<file path="config.mk">
export PLATFORM = sky130hd
export DESIGN_NAME = alu_cc
export DESIGN_NICKNAME = d
export VERILOG_FILES = /design/src/rtl/alu_cc_pkg.sv /design/src/rtl/alu_cc_adder.sv /design/src/rtl/alu_cc_logic.sv /design/src/rtl/alu_cc_flags.sv /design/src/rtl/alu_cc.sv
export SDC_FILE = /design/constraint.sdc
export NUM_CORES = 1
export LEC_CHECK = 0
export BUFFER_PORTS_ARGS = -buffer_cell sky130_fd_sc_hd__buf_2
export CAP_MARGIN = 20
export CORE_ASPECT_RATIO = 1.25
export CORE_MARGIN = 3
export CORE_UTILIZATION = 57
export DETAILED_ROUTE_END_ITERATION = 7
export MAX_ROUTING_LAYER = met4
export PLACE_DENSITY_LB_ADDON = 0.05
export SYNTH_ARGS = -nofsm -noshare
export SYNTH_HDL_FRONTEND = slang
export SYNTH_HIERARCHICAL = 1
export SYNTH_SLANG_ARGS = --single-unit
</file>
<file path="constraint.sdc">
create_clock -name vclk -period 9.1
set_clock_uncertainty 0.1 [all_clocks]
set_input_delay 1.82 -clock vclk [all_inputs]
set_output_delay 1.82 -clock vclk [all_outputs]
set_load 0.01 [all_outputs]
</file>
<file path="src/rtl/alu_cc_pkg.sv">
package alu_cc_pkg;

  typedef enum logic [1:0] {
    OP_ADD = 2'd0,
    OP_SUB = 2'd1,
    OP_AND = 2'd2,
    OP_XOR = 2'd3
  } alu_op_e;

  localparam int ADDER_RIPPLE = 0;
  localparam int ADDER_CSEL   = 1;

endpackage

</file>
<file path="src/rtl/alu_cc_adder.sv">
module alu_cc_adder #(
  parameter int WIDTH   = 32,
  parameter int KIND    = 1,
  parameter int BLOCK_W = 8
) (
  input  logic [WIDTH-1:0] a_i,
  input  logic [WIDTH-1:0] b_i,
  input  logic             cin_i,
  output logic [WIDTH-1:0] sum_o,
  output logic             cout_o
);

  localparam int NBLK = WIDTH / BLOCK_W;

  if (KIND == 0) begin : g_ripple
    logic [WIDTH:0] c;
    assign c[0] = cin_i;
    for (genvar i = 0; i < WIDTH; i++) begin : g_bit
      assign sum_o[i] = a_i[i] ^ b_i[i] ^ c[i];
      assign c[i+1]   = (a_i[i] & b_i[i]) | (c[i] & (a_i[i] ^ b_i[i]));
    end
    assign cout_o = c[WIDTH];
  end else begin : g_csel
    logic [NBLK:0] bc;
    assign bc[0] = cin_i;
    for (genvar k = 0; k < NBLK; k++) begin : g_blk
      logic [BLOCK_W:0] s0, s1;
      // both carry-in cases precomputed, block carry picks one
      assign s0 = {1'b0, a_i[k*BLOCK_W +: BLOCK_W]} + {1'b0, b_i[k*BLOCK_W +: BLOCK_W]};
      assign s1 = {1'b0, a_i[k*BLOCK_W +: BLOCK_W]} + {1'b0, b_i[k*BLOCK_W +: BLOCK_W]}
                  + (BLOCK_W+1)'(1);
      assign sum_o[k*BLOCK_W +: BLOCK_W] = bc[k] ? s1[BLOCK_W-1:0] : s0[BLOCK_W-1:0];
      assign bc[k+1] = bc[k] ? s1[BLOCK_W] : s0[BLOCK_W];
    end
    assign cout_o = bc[NBLK];
  end

  logic [WIDTH:0] sum_ref;
  assign sum_ref = {1'b0, a_i} + {1'b0, b_i} + {{WIDTH{1'b0}}, cin_i};

  always_comb begin
    p_adder_sum_r1: assert ({cout_o, sum_o} == sum_ref)
      else $error("adder sum/carry mismatch");
  end

endmodule

</file>
<file path="src/rtl/alu_cc_logic.sv">
module alu_cc_logic #(
  parameter int WIDTH = 32
) (
  input  logic [WIDTH-1:0] a_i,
  input  logic [WIDTH-1:0] b_i,
  input  logic             xor_sel_i,
  output logic [WIDTH-1:0] res_o
);

  assign res_o = xor_sel_i ? (a_i ^ b_i) : (a_i & b_i);

  always_comb begin
    if (xor_sel_i) begin
      p_xor_self_r4: assert ((a_i == b_i) == (res_o == '0))
        else $error("xor zero mismatch");
    end else begin
      p_and_sub_r3: assert ((res_o & ~a_i) == '0 && (res_o & ~b_i) == '0)
        else $error("and sets bit absent from operand");
    end
  end

endmodule

</file>
<file path="src/rtl/alu_cc_flags.sv">
module alu_cc_flags #(
  parameter int WIDTH = 32
) (
  input  logic             is_arith_i,
  input  logic             is_sub_i,
  input  logic             a_msb_i,
  input  logic             b_msb_i,
  input  logic [WIDTH-1:0] res_i,
  input  logic             cout_i,
  output logic             of_o,
  output logic             zf_o,
  output logic             cf_o
);

  logic r_msb;
  assign r_msb = res_i[WIDTH-1];

  // b_msb_i is the adder's operand sign (already inverted for subtract)
  assign of_o = is_arith_i & (a_msb_i == b_msb_i) & (r_msb != a_msb_i);
  assign cf_o = is_arith_i & (cout_i ^ is_sub_i);
  assign zf_o = ~|res_i;

endmodule

</file>
<file path="src/rtl/alu_cc.sv">
module alu_cc
  import alu_cc_pkg::*;
#(
  parameter int WIDTH      = 32,
  parameter int ADDER_KIND = ADDER_CSEL,
  parameter int BLOCK_W    = 8
) (
  input  logic [WIDTH-1:0] x_i,
  input  logic [WIDTH-1:0] y_i,
  input  logic [1:0]       op_i,
  output logic [WIDTH-1:0] res_o,
  output logic             of_o,
  output logic             zf_o,
  output logic             cf_o
);

  alu_op_e        op;
  logic           is_sub, is_arith;
  logic [WIDTH-1:0] y_eff, sum, lres;
  logic           cout;

  assign op       = alu_op_e'(op_i);
  assign is_sub   = (op == OP_SUB);
  assign is_arith = (op == OP_ADD) || is_sub;
  assign y_eff    = is_sub ? ~y_i : y_i;

  alu_cc_adder #(.WIDTH(WIDTH), .KIND(ADDER_KIND), .BLOCK_W(BLOCK_W)) u_add (
    .a_i   (x_i),
    .b_i   (y_eff),
    .cin_i (is_sub),
    .sum_o (sum),
    .cout_o(cout)
  );

  alu_cc_logic #(.WIDTH(WIDTH)) u_log (
    .a_i      (x_i),
    .b_i      (y_i),
    .xor_sel_i(op == OP_XOR),
    .res_o    (lres)
  );

  assign res_o = is_arith ? sum : lres;

  alu_cc_flags #(.WIDTH(WIDTH)) u_flg (
    .is_arith_i(is_arith),
    .is_sub_i  (is_sub),
    .a_msb_i   (x_i[WIDTH-1]),
    .b_msb_i   (y_eff[WIDTH-1]),
    .res_i     (res_o),
    .cout_i    (cout),
    .of_o      (of_o),
    .zf_o      (zf_o),
    .cf_o      (cf_o)
  );

  // reference arithmetic used only by the checks below
  logic [WIDTH:0] add_u, sub_u, add_s, sub_s;
  assign add_u = {1'b0, x_i} + {1'b0, y_i};
  assign sub_u = {1'b0, x_i} - {1'b0, y_i};
  assign add_s = {x_i[WIDTH-1], x_i} + {y_i[WIDTH-1], y_i};
  assign sub_s = {x_i[WIDTH-1], x_i} - {y_i[WIDTH-1], y_i};

  always_comb begin
    unique case (op)
      OP_ADD: begin
        p_add_res_r1: assert (res_o == add_u[WIDTH-1:0]) else $error("add result");
        p_add_carry_r6: assert (cf_o == add_u[WIDTH]) else $error("add carry");
        p_add_ovf_r8: assert (of_o == (add_s[WIDTH] ^ add_s[WIDTH-1])) else $error("add ovf");
      end
      OP_SUB: begin
        p_sub_res_r2: assert (res_o == sub_u[WIDTH-1:0]) else $error("sub result");
        p_sub_borrow_r7: assert (cf_o == (y_i > x_i)) else $error("sub borrow");
        p_sub_ovf_r9: assert (of_o == (sub_s[WIDTH] ^ sub_s[WIDTH-1])) else $error("sub ovf");
        p_sub_zero_r5: assert (zf_o == (x_i == y_i)) else $error("sub zero");
      end
      OP_AND: begin
        p_and_res_r3: assert (res_o == (x_i & y_i)) else $error("and result");
        p_and_quiet_r10: assert (!of_o && !cf_o) else $error("and flags");
      end
      OP_XOR: begin
        p_xor_res_r4: assert (res_o == (x_i ^ y_i)) else $error("xor result");
        p_xor_zero_r5: assert (zf_o == (x_i == y_i)) else $error("xor zero");
        p_xor_quiet_r10: assert (!of_o && !cf_o) else $error("xor flags");
      end
      default: ;
    endcase
  end

endmodule

</file>
* Word level (Yosys, flattened, before mapping) *
Index checks and enable logic that the tools add are counted.

cells by class
  add/sub/neg operators = 8
  multiplexer cells = 11
  equality and inequality tests = 4
  reductions and logical operators = 4
  bitwise gates (word level) = 7

operators by type and width
  cell                   count
  $mux W32               3
  $add A8 B8 Y9          4
  $add A9 B1 Y9 const B  4
  $and A32 B32 Y32       1
  $mux W8                4
  $not A32 Y32           1
  $reduce_or A32 Y1      1
  $xor A32 B32 Y32       1
  $mux W1                4
  $and A1 B1 Y1          3
  $eq A2 B1 Y1 const B   1
  $eq A2 B2 Y1 const B   1
  $logic_not A2 Y1       1
  $eq A1 B1 Y1           1
  $logic_not A1 Y1       1
  $logic_or A1 B1 Y1     1
  $ne A1 B1 Y1           1
  $xor A1 B1 Y1          1

word-level totals
  logic and storage cells = 34
  output and inout bits = 35
  bits of input ports = 66
  bits in registers = 0

* Logic depth before layout (Yosys ltp) *
  word-level depth = 11
  depth in mapped cells = 21

* Cells and area by module *
The synthesis kept the hierarchy.

modules (own cells, without submodules)
  module        seq. area each (sq um)  cells an instance  area an instance (sq um)  instances
  alu_cc_adder  0.0                     266                2,037.0                   1
  alu_cc_logic  0.0                     68                 944.7                     1
  alu_cc        0.0                     76                 747.0                     1
  alu_cc_flags  0.0                     17                 110.1                     1

* Worst setup path before layout *
Ideal clock, no wire load.

  path type = input port to output port
  start point = input port op_i[1]
  end point = output port zf_o
  data required time = 7,180 ps
  stages on the path = 19
  arrival time = 6,214 ps
  path slack = 966 ps
  cell sequence = buf_6 nand2b_4 buf_6 xnor2_1 ha_1 fa_1 ha_1 nand2_1 nor4b_4 nand4_1 o311a_1 o31a_1 nor3_4 xnor2_1 mux2_4 mux2_2 nor4_1 nand4_1 nor2_1

between the ends
  cells in the longest elaborated chain, start to end = 11

RTL lines
  element                 line                                    source
  start, declared         alu_cc.sv:10                            input logic [1:0] op_i,
  $eq A2 B1 Y1 *          alu_cc.sv:23                            assign is_sub = (op == OP_SUB);
  $mux W32 *              alu_cc.sv:25                            assign y_eff = is_sub ? ~y_i : y_i;
  net y_eff[0]            alu_cc.sv:19                            logic [WIDTH-1:0] y_eff, sum, lres;
  $add A8 B8 Y9 *         alu_cc_adder.sv:29, alu_cc_adder.sv:30
  $add A9 B1 Y9           alu_cc_adder.sv:31                      + (BLOCK_W+1)'(1);
  $mux W1 * (3 in a row)  alu_cc_adder.sv:33                      assign bc[k+1] = bc[k] ? s1[BLOCK_W] : s0[BLOCK_W];
  $mux W8 *               alu_cc_adder.sv:32                      assign sum_o[k*BLOCK_W +: BLOCK_W] = bc[k] ? s1[BLOCK_W-1:0] : s0[BLOCK_W-1:0];
  net sum[25]             alu_cc.sv:19
  $mux W32 *              alu_cc.sv:42                            assign res_o = is_arith ? sum : lres;
  net res_o[25]           alu_cc.sv:11                            output logic [WIDTH-1:0] res_o,
  $reduce_or A32 Y1 *     alu_cc_flags.sv:21                      assign zf_o = ~|res_i;
  $logic_not A1 Y1 *      alu_cc_flags.sv:21
  end, declared           alu_cc.sv:13                            output logic zf_o,

The timed path passes the listed nets; every way through them passes the cells marked *.

* Final worst setup path *
  start point = input port op_i[1]
  end point = output port zf_o

between the ends
  cells in the longest elaborated chain, start to end = 11

RTL lines
  element                 line
  $eq A2 B1 Y1 *          alu_cc.sv:23
  $mux W32 *              alu_cc.sv:25
  net y_eff[0]            alu_cc.sv:19
  $add A8 B8 Y9 *         alu_cc_adder.sv:29, alu_cc_adder.sv:30
  $add A9 B1 Y9           alu_cc_adder.sv:31
  $mux W1 * (3 in a row)  alu_cc_adder.sv:33
  $mux W8 *               alu_cc_adder.sv:32
  net sum[31]             alu_cc.sv:19
  $mux W32 *              alu_cc.sv:42
  $reduce_or A32 Y1 *     alu_cc_flags.sv:21
  $logic_not A1 Y1 *      alu_cc_flags.sv:21

Marked as above.

==> reports/qor.yml <==
finish:
  syn_to_final_growth_pct: 12.68
  stdcell_count: 603
  flops_and_latches: 0
  drive_above_1_share_pct: 34.43
  clock_buffers: 0
  nNetsFinal: 657
  regArea_sq_um: 0
  layout_common_cells: "buf_2 (101), ha_1 (68), xnor2_1 (63)"
  final_common_cell: "buf_2"
  fillCellCount: 552
timing:
  hold_violations: 0
  holdWs_ns: 3.948
  setup_viol: 0
  fmax_mhz: 115.2
  setup_tns_ns: 0
  worstMarginPinSlew_ns: 0.6524
  rsz0062_at_grt: "false"
  maxSlewViolCount: 0
  min_period_over_period_pct: 95.36
  min_period_ns: 8.678
  slew_headroom_pct: 56.51
drt:
  via_count: 3416
  drt_iter0_drc: 91
  routed_via_density: 5.665
  drt_first_pass_iters: 6
  antenna_left: 0
  routed_wire_length_per_instance_microns: 14.67
  wirelength_mm: 8.848
  drc_errors: 0
floorplanning:
  io_pins: 101
  rows: 32
  die_y_microns: 97.75
  coreArea_sq_um: 6366
  start_util_pct: 60.30
  design.die.area_sq_um: 7761
  dieWidth_microns: 79.40
yosys:
  yosysTopAreaCell: "ha_1"
  yosysSeqAreaShare_pct: 0
  syn-cell-area_sq_um: 3839
  syn-num-nets: 565
  synth_top_cell_area_share_pct: 22.16
  yosys_warnings: 6
  synth_cell_types: 46
  synth_area_per_cell_sq_um: 8.990
  ys_top_cells_by_area: "ha_1 (22%), xnor2_1 (14%), mux2_4 (12%), mux2_2 (11%), xor2_1 (5.5%)"
  synthCells: 427
global_routing:
  grt_pass1_wl_mm: 15.05
  grt_max_degree: 35
  antenna_found_initial: 1
  grt_pass1_vias: 3388
  grt_overflow: 0
  grt_use_total_pct: 23.41
placement:
  place.gp.congestion: 0.9203
  io_buffers: 101
  place_inst: 602
  dp_hpwl_mm: 7.565
power_and_ir_drop:
  ir_drop_uv: 57.16
  power_leakage_nw: 2.062
  p_per_area_nw_per_um2: 99.96
worst_hold_path:
  worstHoldPathCells: 4
  min-delay-start: "x_i[31]"
  holdPathEnd: "of_o"
  hp-class: "in2out"
critical_path:
  slowest_delay_ns: 0.54
  worstSetupPathType: "in2out"
  worst_setup_path_end_kind: "output pin"
  crit_slowest_cell: "fa_1"
  start_kind: "input port"
  worst-path-max-fanout: 18
  worstPathArrival_ns: 6.76
  critPathRequiredTime_ns: 7.18
  crit_chain: "buf_2 -> nand2b_4 -> xnor2_1 -> ha_1 -> fa_1 -> ha_1 -> nand2_1 -> nor4b_4 -> nand4_1 -> o311a_1 -> o31a_1 -> nor3_4 -> mux2i_1 -> xnor2_1 -> mux2_2 -> nor4_1 -> nand4_1 -> nor2_1 -> buf_2"
cts:
  cts_hold_buf: 0
  post_cts_resized: 0
  postCtsSetupRepairBufs: 0
flow_run:
  drv_cap: 0
outcome:
  outcome: "complete, no violations"
-- per-layer routing --
metal	routed length, microns	track usage [%]	vias up
met5	0	-	-
met4	63	1.720	0
met3	387	0.5535	6
met2	4536	43.97	84
met1	3861	28.68	1580
li1	-	-	1746
-- stage by stage --
step	power, W	worst slack [ns]	cell area (sq um)	utilization [%]
5_1_grt	0.0004801	0.06428	4325	67.94
3_5_place_dp	0.0004313	0.3855	4323	67.90
6_report	0.0004324	0.4223	4325	67.94
4_1_cts	0.0004343	0.3694	4323	67.90
2_1_floorplan	0.0003259	0.9664	3839	-
3_3_place_gp	0.0004231	0.4156	4323	67.90
-- cell usage after synthesis, drive strengths merged, types with 2 or more instances --
master and count:
a21oi 23, nor3b 2, o211ai 2, or3 2
o21bai 6, nor4 12, a211oi 2, or2 2
mux2i 7, nand2b 3, a31oi 3, xor2 24
nor2 17, nand3 10, buf 13, and4 2
nand4 7, xnor2 64, nand3b 2, inv 14
and2 5, nand2 19, fa 4, ha 68
a21o 12, mux2 68, and3 6, nor3 8
o21ai 10
-- power breakdown --
group / switching [W] / internal [W] / total, W
Sequential: 0 / 0 / 0
Combinational: 0.000225 / 0.000208 / 0.000432
Clock: 0 / 0.0000000000147 / 0.0000000000147
Total: 0.000225 / 0.000208 / 0.000432
-- worst max-delay path: cells and delay by family --
family	cells	cell delay [ns]
buffers and inverters	2	0.24
AO/OA/AOI/OAI	2	0.73
XOR/XNOR	2	0.29
AND/OR/NAND/NOR	8	2.11
multiplexers	2	0.59
adder cells (fa/ha/maj)	3	0.93
-- logic make-up after synthesis --
kind of cell | Yosys count | share of synthesized area [%]
adders and majority gates | 72 | 24.25
muxes | 75 | 24.80
AOI/OAI and AO/OA | 64 | 10.46
xor gates and xnor gates | 88 | 20.27
and+or+nand+nor | 100 | 14.90
buffers and inverters | 28 | 5.313
-- layout make-up --
| type | instances | area, sq um | area share [%] |
|---|---|---|---|
| diodes | 1 | 2.502 | 0.05785 |
| well taps | 85 | 106.4 | 2.459 |
| multi-input cells | 399 | 3636 | 84.06 |
| repair buffers | 104 | 528.0 | 12.21 |
| inverters | 14 | 52.55 | 1.215 |
-- worst max path at each step --
stage / from / to / cells past startpoint
final: op_i[1] / zf_o / 19
after detailed placement: op_i[1] / zf_o / 19
after global placement: op_i[1] / zf_o / 19
after floorplan: op_i[1] / zf_o / 19
after global routing: op_i[1] / zf_o / 18
after CTS: op_i[1] / zf_o / 19
No activity file was read; power rests on OpenSTA's default activity.
